===== config.mk =====
export PLATFORM = sky130hd
export DESIGN_NAME = syn_cfg_loader
export DESIGN_NICKNAME = d
export VERILOG_FILES = /design/src/rtl/cfg_pkg.sv /design/src/rtl/cfg_sync.sv /design/src/rtl/cfg_shifter.sv /design/src/rtl/cfg_route.sv /design/src/rtl/syn_cfg_loader.sv
export SDC_FILE = /design/constraint.sdc
export NUM_CORES = 1
export LEC_CHECK = 0
export CAP_MARGIN = 30
export CORE_MARGIN = 2
export CORE_UTILIZATION = 40
export DETAILED_ROUTE_END_ITERATION = 8
export GPL_ROUTABILITY_DRIVEN = 0
export PLACE_DENSITY_LB_ADDON = 0.12
export SYNTH_ARGS = -nofsm -noshare
export SYNTH_HDL_FRONTEND = slang
export SYNTH_SLANG_ARGS = --single-unit

===== constraint.sdc =====
create_clock -name clk -period 2.8 [get_ports clk]
set_input_delay 0.56 -clock clk [delete_from_list [all_inputs] [get_ports clk]]
set_output_delay 0.56 -clock clk [all_outputs]
set_load 0.1 [all_outputs]

===== src/rtl/cfg_pkg.sv =====
package cfg_pkg;
    localparam int WORD_W    = 23;
    localparam int REF_W     = 14;
    localparam int MAIN_W    = 11;
    localparam int SWAL_W    = 7;
    localparam int MIN_RATIO = 3;
    localparam int N_DST     = 4;
    localparam int N_CHAN    = 2;

    // bit positions inside a shifted word (bit 0 = last bit sent)
    localparam int POS_CHAN = 0;
    localparam int POS_KIND = 1;
    localparam int POS_MSEL = 2;
    localparam int POS_REF  = 4;
    localparam int POS_CP   = POS_REF + REF_W;
    localparam int POS_MEN  = 2;
    localparam int POS_PRE  = 3;
    localparam int POS_POL  = 4;
    localparam int POS_SWAL = 5;
    localparam int POS_MAIN = POS_SWAL + SWAL_W;

    typedef struct packed {
        logic [REF_W-1:0]  ref_div;
        logic              cp_hi;
        logic [MAIN_W-1:0] main_div;
        logic [SWAL_W-1:0] swallow;
        logic              presc_hi;
        logic              pol;
        logic              ref_ok;
        logic              main_ok;
    } chan_t;

    typedef chan_t [N_CHAN-1:0] chan_arr_t;
endpackage


===== src/rtl/cfg_sync.sv =====
module cfg_sync #(
    parameter int N      = 3,
    parameter int STAGES = 2
) (
    input  logic         clk,
    input  logic         rst_n,
    input  logic [N-1:0] async_i,
    output logic [N-1:0] lvl_o
);
    for (genvar g = 0; g < N; g++) begin : g_lane
        logic [STAGES-1:0] pipe_d, pipe_q;

        always_comb begin
            pipe_d = {pipe_q[STAGES-2:0], async_i[g]};
        end

        always_ff @(posedge clk or negedge rst_n) begin
            if (!rst_n) pipe_q <= '0;
            else        pipe_q <= pipe_d;
        end

        assign lvl_o[g] = pipe_q[STAGES-1];
    end
endmodule


===== src/rtl/cfg_shifter.sv =====
module cfg_shifter
    import cfg_pkg::*;
(
    input  logic              clk,
    input  logic              rst_n,
    input  logic              sclk_i,
    input  logic              dat_i,
    output logic [WORD_W-1:0] word_o
);
    typedef struct packed {
        logic [WORD_W-1:0] sr;
        logic              sclk_prev;
    } sh_state_t;

    sh_state_t s_d, s_q;

    always_comb begin
        s_d = s_q;
        s_d.sclk_prev = sclk_i;
        if (sclk_i && !s_q.sclk_prev) begin
            s_d.sr = {s_q.sr[WORD_W-2:0], dat_i};
        end
    end

    always_ff @(posedge clk or negedge rst_n) begin
        if (!rst_n) s_q <= '0;
        else        s_q <= s_d;
    end

    assign word_o = s_q.sr;


    shift_in_chk: assert property (@(posedge clk) disable iff (!rst_n)
        (sclk_i && !s_q.sclk_prev) |=> (s_q.sr[0] == $past(dat_i)));


    shift_hold_chk: assert property (@(posedge clk) disable iff (!rst_n)
        !sclk_i |=> $stable(s_q.sr));
endmodule


===== src/rtl/cfg_route.sv =====
module cfg_route
    import cfg_pkg::*;
(
    input  logic              clk,
    input  logic              rst_n,
    input  logic              le_i,
    input  logic [WORD_W-1:0] word_i,
    output chan_arr_t         ch_o,
    output logic [1:0]        mon_sel_o,
    output logic              mon_en_o,
    output logic [N_DST-1:0]  upd_o,
    output logic [N_DST-1:0]  err_o
);
    typedef struct packed {
        chan_arr_t         ch;
        logic [1:0]        mon_sel;
        logic              mon_en;
        logic [N_DST-1:0]  upd;
        logic [N_DST-1:0]  err;
        logic              le_prev;
    } rt_state_t;

    rt_state_t s_d, s_q;

    logic              load;
    logic              chan;
    logic              is_main;
    logic [1:0]        dst;
    logic [REF_W-1:0]  ref_val;
    logic [MAIN_W-1:0] main_val;

    always_comb begin
        s_d         = s_q;
        s_d.upd     = '0;
        s_d.le_prev = le_i;
        load        = le_i && !s_q.le_prev;
        chan        = word_i[POS_CHAN];
        is_main     = word_i[POS_KIND];
        dst         = {is_main, chan};
        ref_val     = word_i[POS_REF +: REF_W];
        main_val    = word_i[POS_MAIN +: MAIN_W];

        if (load) begin
            if (!is_main) begin
                if (ref_val >= REF_W'(MIN_RATIO)) begin
                    s_d.ch[chan].ref_div = ref_val;
                    s_d.ch[chan].cp_hi   = word_i[POS_CP];
                    s_d.ch[chan].ref_ok  = 1'b1;
                    s_d.mon_sel          = word_i[POS_MSEL +: 2];
                    s_d.upd[dst]         = 1'b1;
                end else begin
                    s_d.err[dst] = 1'b1;
                end
            end else begin
                if (main_val >= MAIN_W'(MIN_RATIO)) begin
                    s_d.ch[chan].main_div = main_val;
                    s_d.ch[chan].swallow  = word_i[POS_SWAL +: SWAL_W];
                    s_d.ch[chan].presc_hi = word_i[POS_PRE];
                    s_d.ch[chan].pol      = word_i[POS_POL];
                    s_d.ch[chan].main_ok  = 1'b1;
                    s_d.mon_en            = word_i[POS_MEN];
                    s_d.upd[dst]          = 1'b1;
                end else begin
                    s_d.err[dst] = 1'b1;
                end
            end
        end
    end

    always_ff @(posedge clk or negedge rst_n) begin
        if (!rst_n) s_q <= '0;
        else        s_q <= s_d;
    end

    assign ch_o      = s_q.ch;
    assign mon_sel_o = s_q.mon_sel;
    assign mon_en_o  = s_q.mon_en;
    assign upd_o     = s_q.upd;
    assign err_o     = s_q.err;


    upd_onehot_chk: assert property (@(posedge clk) disable iff (!rst_n)
        $onehot0(s_q.upd));


    upd_single_chk: assert property (@(posedge clk) disable iff (!rst_n)
        (|s_q.upd) |=> (s_q.upd == '0));


    upd_needs_strobe_chk: assert property (@(posedge clk) disable iff (!rst_n)
        (|s_q.upd) |-> $past(le_i));

    for (genvar e = 0; e < N_DST; e++) begin : g_err

        err_sticky_chk: assert property (@(posedge clk) disable iff (!rst_n)
            s_q.err[e] |=> s_q.err[e]);
    end

    for (genvar c = 0; c < N_CHAN; c++) begin : g_chan

        ref_min_chk: assert property (@(posedge clk) disable iff (!rst_n)
            s_q.ch[c].ref_ok |-> (s_q.ch[c].ref_div >= REF_W'(MIN_RATIO)));


        main_min_chk: assert property (@(posedge clk) disable iff (!rst_n)
            s_q.ch[c].main_ok |-> (s_q.ch[c].main_div >= MAIN_W'(MIN_RATIO)));


        ref_blank_chk: assert property (@(posedge clk) disable iff (!rst_n)
            !s_q.ch[c].ref_ok |-> (s_q.ch[c].ref_div == '0));


        main_blank_chk: assert property (@(posedge clk) disable iff (!rst_n)
            !s_q.ch[c].main_ok |-> (s_q.ch[c].main_div == '0));


        ref_refused_chk: assert property (@(posedge clk) disable iff (!rst_n)
            $rose(s_q.err[c]) |-> $stable(s_q.ch[c].ref_div));
    end
endmodule


===== src/rtl/syn_cfg_loader.sv =====
module syn_cfg_loader
    import cfg_pkg::*;
#(
    parameter int SYNC_STAGES = 2
) (
    input  logic              clk,
    input  logic              rst_n,
    input  logic              ser_clk,
    input  logic              ser_dat,
    input  logic              ser_le,
    output logic [REF_W-1:0]  if_ref_div,
    output logic [REF_W-1:0]  rf_ref_div,
    output logic              if_cp_hi,
    output logic              rf_cp_hi,
    output logic [MAIN_W-1:0] if_main_div,
    output logic [MAIN_W-1:0] rf_main_div,
    output logic [SWAL_W-1:0] if_swallow,
    output logic [SWAL_W-1:0] rf_swallow,
    output logic              if_presc_hi,
    output logic              rf_presc_hi,
    output logic              if_pol,
    output logic              rf_pol,
    output logic [1:0]        mon_sel,
    output logic              mon_en,
    output logic [N_DST-1:0]  upd_pulse,
    output logic [N_DST-1:0]  ratio_err,
    output logic [N_CHAN-1:0] chan_ready
);
    localparam int N_LINES = 3;

    logic [N_LINES-1:0] lines_sync;
    logic [WORD_W-1:0]  word;
    chan_arr_t          ch;

    cfg_sync #(.N(N_LINES), .STAGES(SYNC_STAGES)) i_sync (
        .clk     (clk),
        .rst_n   (rst_n),
        .async_i ({ser_le, ser_clk, ser_dat}),
        .lvl_o   (lines_sync)
    );

    cfg_shifter i_shift (
        .clk    (clk),
        .rst_n  (rst_n),
        .sclk_i (lines_sync[1]),
        .dat_i  (lines_sync[0]),
        .word_o (word)
    );

    cfg_route i_route (
        .clk       (clk),
        .rst_n     (rst_n),
        .le_i      (lines_sync[2]),
        .word_i    (word),
        .ch_o      (ch),
        .mon_sel_o (mon_sel),
        .mon_en_o  (mon_en),
        .upd_o     (upd_pulse),
        .err_o     (ratio_err)
    );

    for (genvar c = 0; c < N_CHAN; c++) begin : g_ready
        assign chan_ready[c] = ch[c].ref_ok & ch[c].main_ok;
    end

    assign if_ref_div  = ch[0].ref_div;
    assign rf_ref_div  = ch[1].ref_div;
    assign if_cp_hi    = ch[0].cp_hi;
    assign rf_cp_hi    = ch[1].cp_hi;
    assign if_main_div = ch[0].main_div;
    assign rf_main_div = ch[1].main_div;
    assign if_swallow  = ch[0].swallow;
    assign rf_swallow  = ch[1].swallow;
    assign if_presc_hi = ch[0].presc_hi;
    assign rf_presc_hi = ch[1].presc_hi;
    assign if_pol      = ch[0].pol;
    assign rf_pol      = ch[1].pol;


    ready_stable_chk: assert property (@(posedge clk) disable iff (!rst_n)
        chan_ready[0] |=> chan_ready[0]);
endmodule


==> results.ini <==
[synthesis]
synth-edff-count = 0
async_reset_ff_share_pct = 100
yosysSeqAreaShare_pct = 58.4
syn_inst = 334
synthFlopType = dfrtp_1
synth_nets = 339
synth_area_per_cell_um2 = 14.9
synth_area_mm2 = 0.00497
ys_ff_latch = 116
ys_types = 34
synth_warnings = 0

[power]
ir_worst_vdd_mv = 0.616
cellPowerDensity_mw_per_mm2 = 1170
p_leak_nw = 2.95

[placement]
dpl.hpwl_um = 6130
numPortBuffers = 87
postPlaceCellArea_mm2 = 0.00528

[setup_path]
crit_slowest_cell = a41oi_4
arrival_ps = 2530
r2r_slack_ps = 560
rr_worst_depth = 3
cp_cell_sequence = or4b_1 > a41oi_4 > mux2_2
crit_path_end = i_route.ch_o[26]
crit_fanout = 17
startpoint_type = flop
r2r_start = i_shift.word_o[0]
cp-end-kind = flop
max_stage_delay_ps = 680
crit_start = i_shift.word_o[0]
path_class = reg2reg
cp.required_ps = 3090
reg2reg_to = i_route.ch_o[26]

[clock_tree]
cts_resized = 0
cts_root_buf = clkbuf_16
post-cts-setup-buffers = 0
clk_latency_ps = 400
cts_buffers = 17
cts_max_level = 4
ctsHoldBuffers = 0
cts_num_sinks = 116
clk_pin_slew_ps = 50
cts_tree = yes
clk_path_buf_depth = 2

[finish]
nNetsFinal = 368
design_area_mm2 = 0.00584
drive_gt1_share_pct = 50.0
areaGrowthSynthToFinish_pct = 17.5
final_cell_mix = dfrtp_1, buf_4, mux2_2, mux2_1, a22o_1
nFillCells = 1053
n_antenna_cell = 0
layout.cells.most_common = dfrtp_1

[drt]
vias = 2526
firstDrtPassIters = 4
maxUsedRoutingLayer = met4
wl_met2_um = 4180
viasPerCell = 4.64
drt-total-wl_um = 9340
drc = 0
drt-met1-wl_um = 4540
drt_iter0_markers = 100
wl_met3_um = 514
wl_per_cell_um = 17.2
drt.antenna.violating_nets = 0

[sta]
fin_crit_ps = 2240
final-max-slew-violation-count = 0
setup_viol = 0
rsz0062_at_grt = false
min_period_over_period_pct = 80.0
relSlewSlack_pct = 46.4
fin_setup_tns_ps = 0
finalHoldViolations = 0
finClkSkew_ps = 7.91
tightestPinTransition_ps = 802
fmax_mhz = 447

[floorplanning]
start_util_pct = 41.2
die-area_mm2 = 0.0133
fp.dieH_um = 115
core-area_mm2 = 0.0121
die_w_um = 115
rows = 40
io_pins = 88

[global_routing]
grt_pass1_wl_um = 14900
antenna_found_initial = 0
grt_max_degree = 61
grt_pass1_vias = 2614
track_usage_pct = 15.2
grt_overflow = 0

[job]
cap_viol_max_count = 0

[outcome]
status = finished clean

[min_path]
hold_path.class = in2async

[routing by layer]
metal / global-route usage (%) / vias up
met2: 21.7 / 67
li1: - / 1168
met5: 0 / -
met1: 21.0 / 1283
met4: 6.99 / 0
met3: 4.92 / 8
[worst max-delay path: cells and delay by family, from the launching register on]
kind,cells,cell delay (ps)
mux,1,410
simple gates,1,590
compound gates,1,680
flops,1,440
[synthesized netlist by cell type (3+ instances only)]
master | count | area share [%]
nor4_2 | 3 | 0.76
mux2_4 | 16 | 4.8
nand2b_1 | 3 | 0.38
buf_4 | 76 | 11
inv_1 | 3 | 0.23
a22o_1 | 18 | 3.2
clkbuf_1 | 5 | 0.38
mux2_1 | 22 | 5.0
mux2_2 | 39 | 8.8
dfrtp_1 | 116 | 58
[power breakdown]
part | switching, mW | internal (mW)
Sequential | 0.324 | 1.99
Combinational | 1.88 | 0.612
Clock | 0.719 | 1.32
Total | 2.93 | 3.92
[stage by stage]
stage               hold slack (ps)  std cells  setup slack (ps)  total power [mW]  utilization (%)
floorplan                       264        334               846              4.55                -
global placement                335        512               533              4.84             43.8
detailed placement              338        512               509              4.86             43.8
CTS                             258        544               507              6.92             48.4
global route                    292        544               451              7.13             48.4
finish                          229        544               561              6.85             48.4
[sequential cells by signal, indices dropped and copies added, names as in the netlist]
name	count
i_route.err_o	4
i_route.upd_o	4
i_shift.word_o	23
i_route.mon_en_o	1
i_sync.g_lane.pipe_q	6
i_route.ch_o	74
i_shift.s_q	1
i_route.s_q	1
i_route.mon_sel_o	2
[worst min path at each step]
stage                                 end  slack (ps)  cells after the start
3_3_place_gp   i_sync.g_lane[1].pipe_q[1]         330                      0
2_1_floorplan             i_route.ch_o[0]         260                      0
3_5_place_dp   i_sync.g_lane[1].pipe_q[1]         340                      0
4_1_cts                  i_route.ch_o[44]         260                      1
6_report                 i_route.ch_o[46]         230                      1
5_1_grt                  i_route.ch_o[41]         290                      1
[cells by family (layout without fill, tap and decap cells)]
logic type,Yosys count,after routing,share of synthesized area [%]
simple gates,23,23,3.80
compound gates,30,30,6.42
buf+inv,88,130,12.7
mux,77,77,18.7
flops,116,116,58.4
[layout make-up]
cell class	instances	area (um2)	area share [%]
repair buffers	95	721	12.3
inverters	3	11.3	0.193
flip-flops and latches	116	2900	49.7
multi-input cells	130	1440	24.6
clock buffers	21	450	7.71
clock inverters	11	110	1.89
well taps	168	210	3.60
Power figures use the tool's default switching activity.
